--- src/rtl/dcsr_pkg.sv ---
// Package: bit positions of the channel control/status word.
// Assumes 32-bit register words; positions are decoded by software.
package dcsr_pkg;
    localparam int unsigned WORD_W    = 32;
    localparam int unsigned B_RUN     = 31;
    localparam int unsigned B_NODESC  = 30;
    localparam int unsigned B_STOPIE  = 29;
    localparam int unsigned B_REQ     = 8;
    localparam int unsigned B_STOPST  = 3;
    localparam int unsigned B_END     = 2;
    localparam int unsigned B_START   = 1;
    localparam int unsigned B_BERR    = 0;

    // Stored state of one channel
    typedef struct packed {
        logic run;
        logic nodesc;
        logic stopie;
        logic f_end;
        logic f_start;
        logic f_berr;
    } chan_state_t;
endpackage

--- src/rtl/dcsr_chan.sv ---
// Module: one channel's control/status word.
// Holds run, mode enables and sticky flags. Events take precedence over
// software writes in the same cycle. Assumes single-cycle event pulses.
module dcsr_chan
    import dcsr_pkg::*;
(
    input  logic              clk,
    input  logic              rst_n,
    input  logic              wr_hit,
    input  logic [WORD_W-1:0] wdata,
    input  logic              evt_start,
    input  logic              evt_end,
    input  logic              evt_buserr,
    input  logic              evt_stop,
    input  logic              start_ie,
    input  logic              end_ie,
    input  logic              dreq,
    output logic [WORD_W-1:0] word,
    output logic              pend,
    output logic              run,
    output logic              nodesc
);
    chan_state_t st;
    logic        set_end, set_start;
    logic        stop_state;

    // Qualify the start/end events with the active command's enables
    always_comb begin
        set_end   = evt_end   & end_ie;
        set_start = evt_start & start_ie;
    end

    // Update the stored state from events and software writes
    always_ff @(posedge clk) begin
        if (!rst_n) begin
            st <= '0;
        end else begin
            if (evt_stop)    st.run <= 1'b0;
            else if (wr_hit) st.run <= wdata[B_RUN];
            if (wr_hit) begin
                st.nodesc <= wdata[B_NODESC];
                st.stopie <= wdata[B_STOPIE];
            end
            if (set_end)                      st.f_end <= 1'b1;
            else if (wr_hit && wdata[B_END])  st.f_end <= 1'b0;
            if (set_start)                     st.f_start <= 1'b1;
            else if (wr_hit && wdata[B_START]) st.f_start <= 1'b0;
            if (evt_buserr)                   st.f_berr <= 1'b1;
            else if (wr_hit && wdata[B_BERR]) st.f_berr <= 1'b0;
        end
    end

    // Assemble the readable word and the pending indication
    always_comb begin
        stop_state       = ~st.run;
        word             = '0;
        word[B_RUN]      = st.run;
        word[B_NODESC]   = st.nodesc;
        word[B_STOPIE]   = st.stopie;
        word[B_REQ]      = dreq;
        word[B_STOPST]   = stop_state;
        word[B_END]      = st.f_end;
        word[B_START]    = st.f_start;
        word[B_BERR]     = st.f_berr;
        pend             = st.f_end | st.f_berr | (stop_state & st.stopie);
        run              = st.run;
        nodesc           = st.nodesc;
    end
endmodule

--- src/rtl/dcsr_rdmux.sv ---
// Module: read-data selection for the register bank.
// Channel words are word-aligned from offset 0; the summary sits at SUM_OFS.
// Assumes the channel region ends below SUM_OFS.
module dcsr_rdmux #(
    parameter int unsigned NUM_CH  = 32,
    parameter int unsigned ADDR_W  = 8,
    parameter int unsigned SUM_OFS = 'hF0
) (
    input  logic [NUM_CH-1:0][31:0] words,
    input  logic [NUM_CH-1:0]       pend,
    input  logic [ADDR_W-1:0]       addr,
    output logic [31:0]             rdata
);
    localparam int unsigned IDX_W = ADDR_W - 2;

    logic [IDX_W-1:0] idx;
    logic             in_chan;

    // Decode the channel index and region
    always_comb begin
        idx     = addr[ADDR_W-1:2];
        in_chan = (addr[1:0] == 2'b00) && (int'(idx) < int'(NUM_CH));
    end

    // Select the word for the addressed register
    always_comb begin
        rdata = '0;
        if (in_chan) begin
            for (int i = 0; i < int'(NUM_CH); i++)
                if (int'(idx) == i) rdata = words[i];
        end else if (addr == ADDR_W'(SUM_OFS)) begin
            rdata[NUM_CH-1:0] = pend;
        end
    end
endmodule

--- src/rtl/dma_chan_csr_bank.sv ---
// Module: top of the per-channel control/status bank with interrupt summary.
// Decodes register writes to channel words, gathers pending bits and drives
// the combined interrupt. Assumes NUM_CH <= 32 and ADDR_W >= 8.
module dma_chan_csr_bank #(
    parameter int unsigned NUM_CH  = 32,
    parameter int unsigned ADDR_W  = 8,
    parameter int unsigned SUM_OFS = 'hF0
) (
    input  logic              clk,
    input  logic              rst_n,
    input  logic              reg_wr,
    input  logic [ADDR_W-1:0] reg_addr,
    input  logic [31:0]       reg_wdata,
    output logic [31:0]       reg_rdata,
    input  logic [NUM_CH-1:0] evt_start,
    input  logic [NUM_CH-1:0] evt_end,
    input  logic [NUM_CH-1:0] evt_buserr,
    input  logic [NUM_CH-1:0] evt_stop,
    input  logic [NUM_CH-1:0] cmd_start_ie,
    input  logic [NUM_CH-1:0] cmd_end_ie,
    input  logic [NUM_CH-1:0] dreq,
    output logic [NUM_CH-1:0] run_o,
    output logic [NUM_CH-1:0] nodesc_o,
    output logic              irq_o
);
    logic [NUM_CH-1:0][31:0] words;
    logic [NUM_CH-1:0]       pend;
    logic [NUM_CH-1:0]       wr_hit;

    for (genvar g = 0; g < int'(NUM_CH); g++) begin : g_ch
        // Write decode for this channel's word
        always_comb wr_hit[g] = reg_wr && (reg_addr == ADDR_W'(4 * g));

        dcsr_chan u_chan (
            .clk        (clk),
            .rst_n      (rst_n),
            .wr_hit     (wr_hit[g]),
            .wdata      (reg_wdata),
            .evt_start  (evt_start[g]),
            .evt_end    (evt_end[g]),
            .evt_buserr (evt_buserr[g]),
            .evt_stop   (evt_stop[g]),
            .start_ie   (cmd_start_ie[g]),
            .end_ie     (cmd_end_ie[g]),
            .dreq       (dreq[g]),
            .word       (words[g]),
            .pend       (pend[g]),
            .run        (run_o[g]),
            .nodesc     (nodesc_o[g])
        );
    end

    dcsr_rdmux #(
        .NUM_CH  (NUM_CH),
        .ADDR_W  (ADDR_W),
        .SUM_OFS (SUM_OFS)
    ) u_rdmux (
        .words (words),
        .pend  (pend),
        .addr  (reg_addr),
        .rdata (reg_rdata)
    );

    // Combine the pending bits into one interrupt line
    always_comb irq_o = |pend;
endmodule

--- config.mk ---
export PLATFORM = sky130hd
export DESIGN_NAME = dma_chan_csr_bank
export DESIGN_NICKNAME = d
export VERILOG_FILES = /design/src/rtl/dcsr_pkg.sv /design/src/rtl/dcsr_chan.sv /design/src/rtl/dcsr_rdmux.sv /design/src/rtl/dma_chan_csr_bank.sv
export SDC_FILE = /design/constraint.sdc
export NUM_CORES = 1
export LEC_CHECK = 0
export BUFFER_PORTS_ARGS = -buffer_cell sky130_fd_sc_hd__buf_2
export CAP_MARGIN = 30
export CORE_MARGIN = 1.5
export CORE_UTILIZATION = 50
export DETAILED_ROUTE_END_ITERATION = 10
export MAX_ROUTING_LAYER = met4
export PLACE_DENSITY = 0.86
export SLEW_MARGIN = 20
export SYNTH_ARGS = -nofsm -noshare
export SYNTH_HDL_FRONTEND = slang
export SYNTH_SLANG_ARGS = --single-unit
--- constraint.sdc ---
create_clock -name clk -period 3.44 [get_ports clk]
set_input_delay 0.344 -clock clk [delete_from_list [all_inputs] [get_ports clk]]
set_output_delay 0.344 -clock clk [all_outputs]
set_load 0.02 [all_outputs]
-- Word level (Yosys, flattened, before mapping)
Cells that the tools add are included.
- input port bits: 267
- RAM bits: 0
- memory bits (read-only): 0
- logic and storage cells: 936
- bits in registers: 192
- memories: 0
- bits in latches: 0
- multipliers: 0
- muxes and demuxes: 226
- divide/modulo/power cells: 0
- magnitude comparators: 1
- bitwise gates (word level): 193
- reductions and logical operators: 261
- add/subtract/negate cells: 0
- equal/unequal tests: 63
- shifts and indexed selects: 0
- operators by type and width (kind ; number):
    $mux W32 ; 34
    $mux W1 ; 192
    $reduce_bool A2 Y1 ; 96
    $logic_and A1 B1 Y1 ; 129
    $eq A8 B7 Y1 const B ; 16
    $and A1 B1 Y1 ; 96
    $eq A6 B6 Y1 const B ; 16
    $eq A8 B6 Y1 const B ; 8
    $or A1 B1 Y1 ; 64
    $reduce_or A2 Y1 ; 32
    $eq A6 B5 Y1 const B ; 8
    $not A1 Y1 ; 33
    $eq A8 B5 Y1 const B ; 4
    $reduce_or A32 Y1 ; 1
    $eq A6 B4 Y1 const B ; 4
    $eq A8 B4 Y1 const B ; 2
    $eq A6 B3 Y1 const B ; 2
    $eq A8 B3 Y1 const B ; 1
    $eq A8 B8 Y1 const B ; 1
    $logic_not A8 Y1 ; 1
    $eq A6 B2 Y1 const B ; 1
    $logic_not A6 Y1 ; 1
    $lt A6 B6 Y1 const B ; 1
    $logic_not A2 Y1 ; 1

-- Logic depth before layout (Yosys ltp)
Gate-level depths: netlist of run 1.
- word-level depth: 34
- gate-level depth with buffers: 11

-- By module
A second synthesis of run 1 with hierarchy kept.
- cell total of the unflattened synthesis: 3213
- area total of the unflattened synthesis: 24400.9 sq um
- modules (own cells, without submodules) (module ; cells an instance ; area each (sq um) ; times used ; sequential area each (sq um)):
    dcsr_chan ; 53 ; 465.4 ; 32 ; 120.1
    dcsr_rdmux ; 1452 ; 9177.6 ; 1 ; 0.0
    dma_chan_csr_bank ; 65 ; 329.1 ; 1 ; 0.0

-- Worst setup path after synthesis of run 1
OpenSTA, ideal clock, no wires.
- kind: input to output
- start point: input reg_addr[7]
- end point: output reg_rdata[0]
- stages: 8
- data arrival time: 2.254 ns
- path slack: 0.842 ns
- path through: buf_4 -> buf_6 -> or3_1 -> buf_1 -> o32a_1 -> o311ai_1 -> a311oi_1 -> a211oi_1
- word-level cells in the longest chain between the ends: 34
- elaborated cells on any way between the ends: 69
- those cells by class: 1 x order compare; 32 x eq/ne; 34 x mux; 2 x reduce/logical
- RTL lines (element ; RTL line ; text):
    start: declaration ; dma_chan_csr_bank.sv:12 ; input logic [ADDR_W-1:0] reg_addr,
    $logic_not A6 Y1 ; dcsr_rdmux.sv:30 ; if (int'(idx) == i) rdata = words[i];
    $mux W32 (32 in series) ; dcsr_rdmux.sv:30 ;
    $mux W32 * ; dcsr_rdmux.sv:28 ; if (in_chan) begin
    end: declaration ; dma_chan_csr_bank.sv:14 ; output logic [31:0] reg_rdata,
Every way passes the cells marked *; elsewhere a longest branch is shown, timed or not.

-- Worst setup path in the final report of run 1
- start point: input reg_addr[2]
- end point: output reg_rdata[2]
Same word-level chain as after synthesis.

==> results.md, run 1 <==
* Status: finished clean
* RSZ-0062 raised after global routing: false
* GR met1 Demand/Resource at 47.5%
* Clock-pin slew on the worst setup and hold paths at 80 ps
* Die area at 0.0238 mm^2
* Root Buffer: clkbuf_16
* Vias per cell at 6.21
* Async SR Flop Fraction at 0%
* Vias in the first global route at 11,800
* Syn Inst Count at 1,376
* Most instantiated cells after synthesis: 192 x dfxtp_1, 155 x nor2b_1, 147 x nand2_1
* Number of buffers created by CTS at 17
* RR Endpoint: g_ch[25].u_chan.run
* Min-Delay Path Depth at 2
* Worst Hold Class: in -> reg
* Largest family of logic cells by synthesized area: simple AND/OR/NAND/NOR gates
* Post-Synth Simple-Gate Area at 23.8%
* Fin Setup TNS at 0 ps
* Detailed Routing Iterations Pass 1 at 6
* Core area at 0.0225 mm^2
* Worst Setup Path Type: in -> out
* Unique masters post-synth at 75
* Type of origin of the critical path: primary input
* Layout cells sized above 1 at approximately 29%
* YS warnings at 0
* CTS tree: built
* Adder-Cell Fraction of Synth Area at 0%
* R2R depth at 2
* Post-DP HPWL at 35,700 um
* PortBufs at 337
* R2r startpoint: g_ch[25].u_chan.run
* Synth Area in Compound Gates at between 15 and 20%
* Largest net degree at the start of global routing at 110
* Via count at 11,992
* Max Fclk at 313 MHz
* Share of the synthesized area in the top cell type at 33.7%
* Post-CTS setup buffers at 0
* Seq/Total Area, Yosys at 33.7%
* Minimum clock period at 3190 ps
* #FFs+latches synth at 192
* Row count at 55
* Die height at 154 um
* Max cap viols at 0
* Crit path max fanout at 25
* Final setup skew at 0 ps
* CTS sink count at 192
* Synth top area cells: dfxtp_1 34%, mux2i_1 9.9%, nor2b_1 8.5%, nand2_1 4.8%, a22oi_1 4.8%
* Max_slew headroom at a little over two fifths
* VDD IR-drop max at roughly 0.29 mV
* Crit. End Element: output port
* I/O pin count at about 360
* Routed Antenna Nets at 0
* Final worst-path cycle share at 92.8%
* Post-synth net total at 1,643
* Power, Total at 5170 uW
* Final setup viols at 0
* Post-synth EDFFs at 0
* Worst-margin pin slew at approximately 860 ps
* Destination of the worst hold path: g_ch[18].u_chan.run
* CTS-repair resized insts at 0
* Layout area overhead at 19.9%
* Post-synthesis mux area share at 13.0%
* Initial Util at around half
* Routability cong. at 1.01
* Most Used Layer, Global Route: met2
* Cell Pwr Density at about 380 mW/mm^2
* Gr usage total at 40.6%
* Total Wirelength at 47,800 um
* Cell taking the most area after synthesis: dfxtp_1
* Arr. time, crit path at 2850 ps
* R2r setup slk at 2450 ps
* First-pass GRT wire length at ~71,000 um
* GRT overflow at 0
* Main synth FF type: dfxtp_1
* Syn Area/Cell at 8.30 um^2
* Lkg Pwr at approximately 0.0053 uW
* Detailed Route Iter0 Violations at about 1,400
* Net count, final at 1,899
* Critical Path RT at 3100 ps
* Count leader, synth: dfxtp_1
* Drt wl/cell at between 20 and 25 um
* GR Util met3 at 7.47%
* Max clock buf depth at 2
* Cts-stage hold buffer count at 0
* Die width at 154 um
* H-Tree Level Count at 4
* Hold_sp: evt_stop[18]
* Worst skew pair latency at approximately 430 ps
* Diode count at 0
* DRC viols at 0
* Fin. max-slew vios at 0
* Synth Cell Area at 0.0114 mm^2
* M2 GR Usage at 66.5%
* Xor/xnor share of the synthesized area at 0%
* Initial antenna violation count at 0
* Final Hold Fails at 0
[metal layers]
layer	vias to the layer above	part of all wire (%)
met1	5703	38
met5	-	0
met2	766	47
met3	147	8.5
li1	5376	-
met4	0	5.6
[kinds of logic after synthesis]
| kind of cell | count (synthesis) |
|---|---|
| AOI/OAI and AO/OA | 337 |
| buffers and inverters | 205 |
| DFF | 192 |
| muxes | 133 |
| and+or+nand+nor | 509 |
[power breakdown]
part	total, uW	internal (uW)	switching, uW
clock network	2020	979	1040
registers	2390	2300	85.8
logic	761	333	428
[worst max path at each step]
| stage | from | endpoint | slack, ps | cells past startpoint |
|---|---|---|---|---|
| after global routing | reg_addr[3] | reg_rdata[8] | 160 | 10 |
| after global placement | reg_addr[4] | reg_rdata[31] | 300 | 11 |
| final | reg_addr[2] | reg_rdata[2] | 250 | 11 |
| after detailed placement | reg_addr[4] | reg_rdata[31] | 310 | 11 |
| after floorplan | reg_addr[7] | reg_rdata[0] | 840 | 8 |
| after CTS | reg_addr[4] | reg_rdata[31] | 300 | 11 |
[critical path: stages]
cell and delay (ps):
buf_2 370, buf_12 250, or2_2 140, buf_4 190
o221ai_1 130, a221oi_1 370, buf_4 190, o2111ai_1 230
nand3_1 160, o2bb2ai_1 210, buf_2 240
[area by class of cell]
| type | instances | area [um^2] |
|---|---|---|
| timing repair buffer | 401 | 2260 |
| clock buffer | 17 | 425 |
| sequential | 192 | 3840 |
| multi-input combinational | 979 | 6490 |
| fill | 2002 | 8820 |
| inverter | 41 | 154 |
| tap | 285 | 357 |
| clock inverter | 15 | 161 |
[registers in the layout, summed over array words and instances, names as in the netlist]
signal              flops
g_ch.u_chan.word      128
g_ch.u_chan.run        32
g_ch.u_chan.nodesc     32
[through the flow]
stage / util (%) / hold WS, ps / setup WS (ps) / instances / area [um^2]
floorplan: - / 420 / 842 / 1376 / 11400
global placement: 58.2 / 474 / 303 / 1898 / 13100
detailed placement: 58.2 / 485 / 313 / 1898 / 13100
CTS: 60.8 / 47.0 / 303 / 1930 / 13700
global route: 60.8 / 41.9 / 155 / 1930 / 13700
finish: 60.8 / 54.5 / 246 / 1930 / 13700
[placed cells by master, fill, tap and decap left out, types with 6 or more instances in the layout]
master / n
nor2b_1: 155
nor2_1: 82
nand3_1: 19
mux2_2: 9
a221oi_1: 6
nand4_1: 12
buf_4: 59
mux4_2: 9
buf_2: 335
nand2_1: 147
buf_12: 7
o22ai_1: 14
a21boi_0: 10
a211oi_1: 40
dfxtp_1: 192
o221ai_1: 11
clkbuf_16: 17
o21ai_0: 41
mux2i_1: 113
nor3b_1: 32
a31oi_1: 10
inv_1: 40
a22oi_1: 73
nor3_1: 10
a21oi_1: 83
nor2_2: 13
Power figures use the tool's default switching activity.
==> run 2: changes to the inputs <==
==> constraint.sdc (replaced) <==
create_clock -name clk -period 3.44 [get_ports clk]
set_input_delay 0.516 -clock clk [delete_from_list [all_inputs] [get_ports clk]]
set_output_delay 0.516 -clock clk [all_outputs]
set_load 0.02 [all_outputs]
==> run 2 against run 1 <==
  * Clock skew unchanged
  * Routed wire length increased by 2.5%
  * Flip-flop and latch count unchanged
  * Clock power about the same
  * Non-clock buffer count increased by 33
  * Core utilization increased by 0.98 points
  * Critical path type unchanged
  * Global-route usage increased by 1.2 points
==> results.md, run 2 (same netlist as run 1, synthesis figures left out) <==
* Critical Path RT at 2920 ps (was 3100 ps)
* Worst-margin pin slew at 882 ps (was 858 ps)
* Largest net degree at the start of global routing at 116 (was 110)
* Cts-stage hold buffer count at 0 (unchanged)
* Worst path cell trace: buf_2 > or4b_4 > buf_4 > nor2_1 > o21a_1 > o22ai_1 > a221o_1 > a21oi_2 > o21ai_0 > buf_2 (was buf_2 > buf_12 > or2_2 > buf_4 > o221ai_1 > a221oi_1 > buf_4 > o2111ai_1 > nand3_1 > o2bb2ai_1 > buf_2)
* Vias in the first global route at 11,785 (was 11,800)
* PortBufs at 337 (unchanged)
* Final Instance Area at 0.0139 mm^2 (was 0.0137 mm^2)
* Fin Setup TNS at 0 ps (unchanged)
* Gr usage total at 41.8% (was 40.6%)
* Core area at 0.0225 mm^2 (unchanged)
* I/O pin count at 364 (unchanged)
* Row count at 55 (unchanged)
* Number of buffers created by CTS at 17 (unchanged)
* Max clock buf depth at 2 (unchanged)
* Die area at 0.0238 mm^2 (unchanged)
* Initial Util at 50.7% (unchanged)
* First-pass GRT wire length at 72,300 um (was 70,700 um)
* H-Tree Level Count at 4 (unchanged)
* Commonest cells after routing, fill and taps aside: 333 x buf_2, 192 x dfxtp_1, 155 x nor2b_1 (was 335 x buf_2, 192 x dfxtp_1, 155 x nor2b_1)
* Status: finished clean (unchanged)
* WP buf/inv at 3 (was 5)
* Detailed Route Iter0 Violations at 1,266 (was 1,382)
* Minimum clock period at 3400 ps (was 3190 ps)
* Max cap viols at 0 (unchanged)
* Final Hold Fails at 0 (unchanged)
* Lkg Pwr at 0.00542 uW (was 0.00528 uW)
* RSZ-0062 raised after global routing: true (was false)
* Arr. time, crit path at 2880 ps (was 2850 ps)
* Diode count at 0 (unchanged)
* Final setup viols at 0 (unchanged)
* VDD IR-drop max at 0.241 mV (was 0.292 mV)
* CP max-delay cell: or4b_4 (was buf_2)
* Post-DP HPWL at 36,900 um (was 35,700 um)
* Crit. End Element: output port (unchanged)
* Layout cells sized above 1 at 30.5% (was 29.0%)
* DP Area at 0.0133 mm^2 (was 0.0131 mm^2)
* Total Wirelength at 48,900 um (was 47,800 um)
* Area of the multi-input gates at 0.00649 mm^2 (about the same)
* Layout area overhead at 21.8% (was 19.9%)
* GRT overflow at 0 (unchanged)
* Via count at 12,097 (was 11,992)
* Drt wl/cell at 24.9 um (was 24.7 um)
* Final worst-path cycle share at 98.8% (was 92.8%)
* Most common cell after layout, fill and taps aside: buf_2 (unchanged)
* DRC viols at 0 (unchanged)
* Vias per cell at 6.16 (was 6.21)
* Cell Pwr Density at 372 mW/mm^2 (was 378 mW/mm^2)
* Max Fclk at 294 MHz (was 313 MHz)
* Root Buffer: clkbuf_16 (unchanged)
* Final setup skew at 0 ps (unchanged)
* Type of origin of the critical path: primary input (unchanged)
* Net count, final at 1,932 (was 1,899)
* Cell repeated most along the worst path: buf_2
* Register cell area after layout at 0.00384 mm^2 (unchanged)
* Die height at 154 um (unchanged)
* Worst Setup Path Type: in -> out (unchanged)
* Max reg flops at 128 (unchanged)
* Post-CTS setup buffers at 0 (unchanged)
* CTS sink count at 192 (unchanged)
* Detailed Routing Iterations Pass 1 at 7 (was 6)
* Clock-pin slew on the worst setup and hold paths at 80 ps (about the same)
* Max_slew headroom at 41.2% (was 42.8%)
* Crit path largest cell delay at 620 ps (was 370 ps)
* Die width at 154 um (unchanged)
* Fill cells at 1,987 (was 2,002)
* Fin. max-slew vios at 0 (unchanged)
* Initial antenna violation count at 0 (unchanged)
* Worst Hold Class: in -> reg (unchanged)
* CTS tree: built (unchanged)
* Worst skew pair latency at 440 ps (was 430 ps)
* Cell family with most CP delay: compound AO/OA/AOI/OAI gates (was buffers and inverters)
* Crit path max fanout at 14 (was 25)
* Routability cong. at 1.03 (was 1.01)
* Routed Antenna Nets at 0 (unchanged)
run 2: cell count changes in the layout (fill, tap and decap cells not counted), sizes merged:
cell,delta
clkinvlp,+1
buf,+31
clkbuf,+3
clkinv,-2
run 2: where the power goes:
part	switching (uW)	internal, uW
Combinational	436	355
Clock	1030	968
Sequential	86.5	2300
run 2: cell type report:
cell class	instances	share of cell area [%]
Clock buffer	18	3.09
Clock inverter	14	1.02
Inverter	41	1.11
Multi-Input combinational cell	979	46.7
Sequential cell	192	27.6
Tap cell	285	2.56
Timing Repair Buffer	434	17.9
run 2: layer usage:
layer	track usage (%)	routed length, um
met1	50.3	19300
met2	68.3	23200
met5	-	0
met4	21.6	2700
met3	5.89	3770
run 2: stage by stage:
step	utilization [%]	setup slack (ps)	instances	hold slack [ps]	power, uW
after floorplan	-	498	1376	454	2800
after global placement	59.2	-101	1931	469	3190
final	61.8	42.6	1963	213	5180
after detailed placement	59.2	-110	1931	489	3200
after global routing	61.8	-10.1	1963	210	5310
after CTS	61.8	-11.8	1963	214	5150
run 2: what timing repair did:
action / 4_1_cts / 5_1_grt
pin swaps: 0 / 3
resized for setup: 2 / 2
setup endpoints to repair: 2 / 4
run 2: final timing paths:
check                                             start                       to  slack, ps  cells after the start
worst min-delay path                       evt_stop[26]      g_ch[26].u_chan.run        210                      2
worst min register to register  g_ch[7].u_chan.word[29]  g_ch[7].u_chan.word[29]        510                      2
worst max register to register      g_ch[25].u_chan.run      g_ch[25].u_chan.run       2430                      2
worst max-delay path                        reg_addr[5]            reg_rdata[30]         40                     10
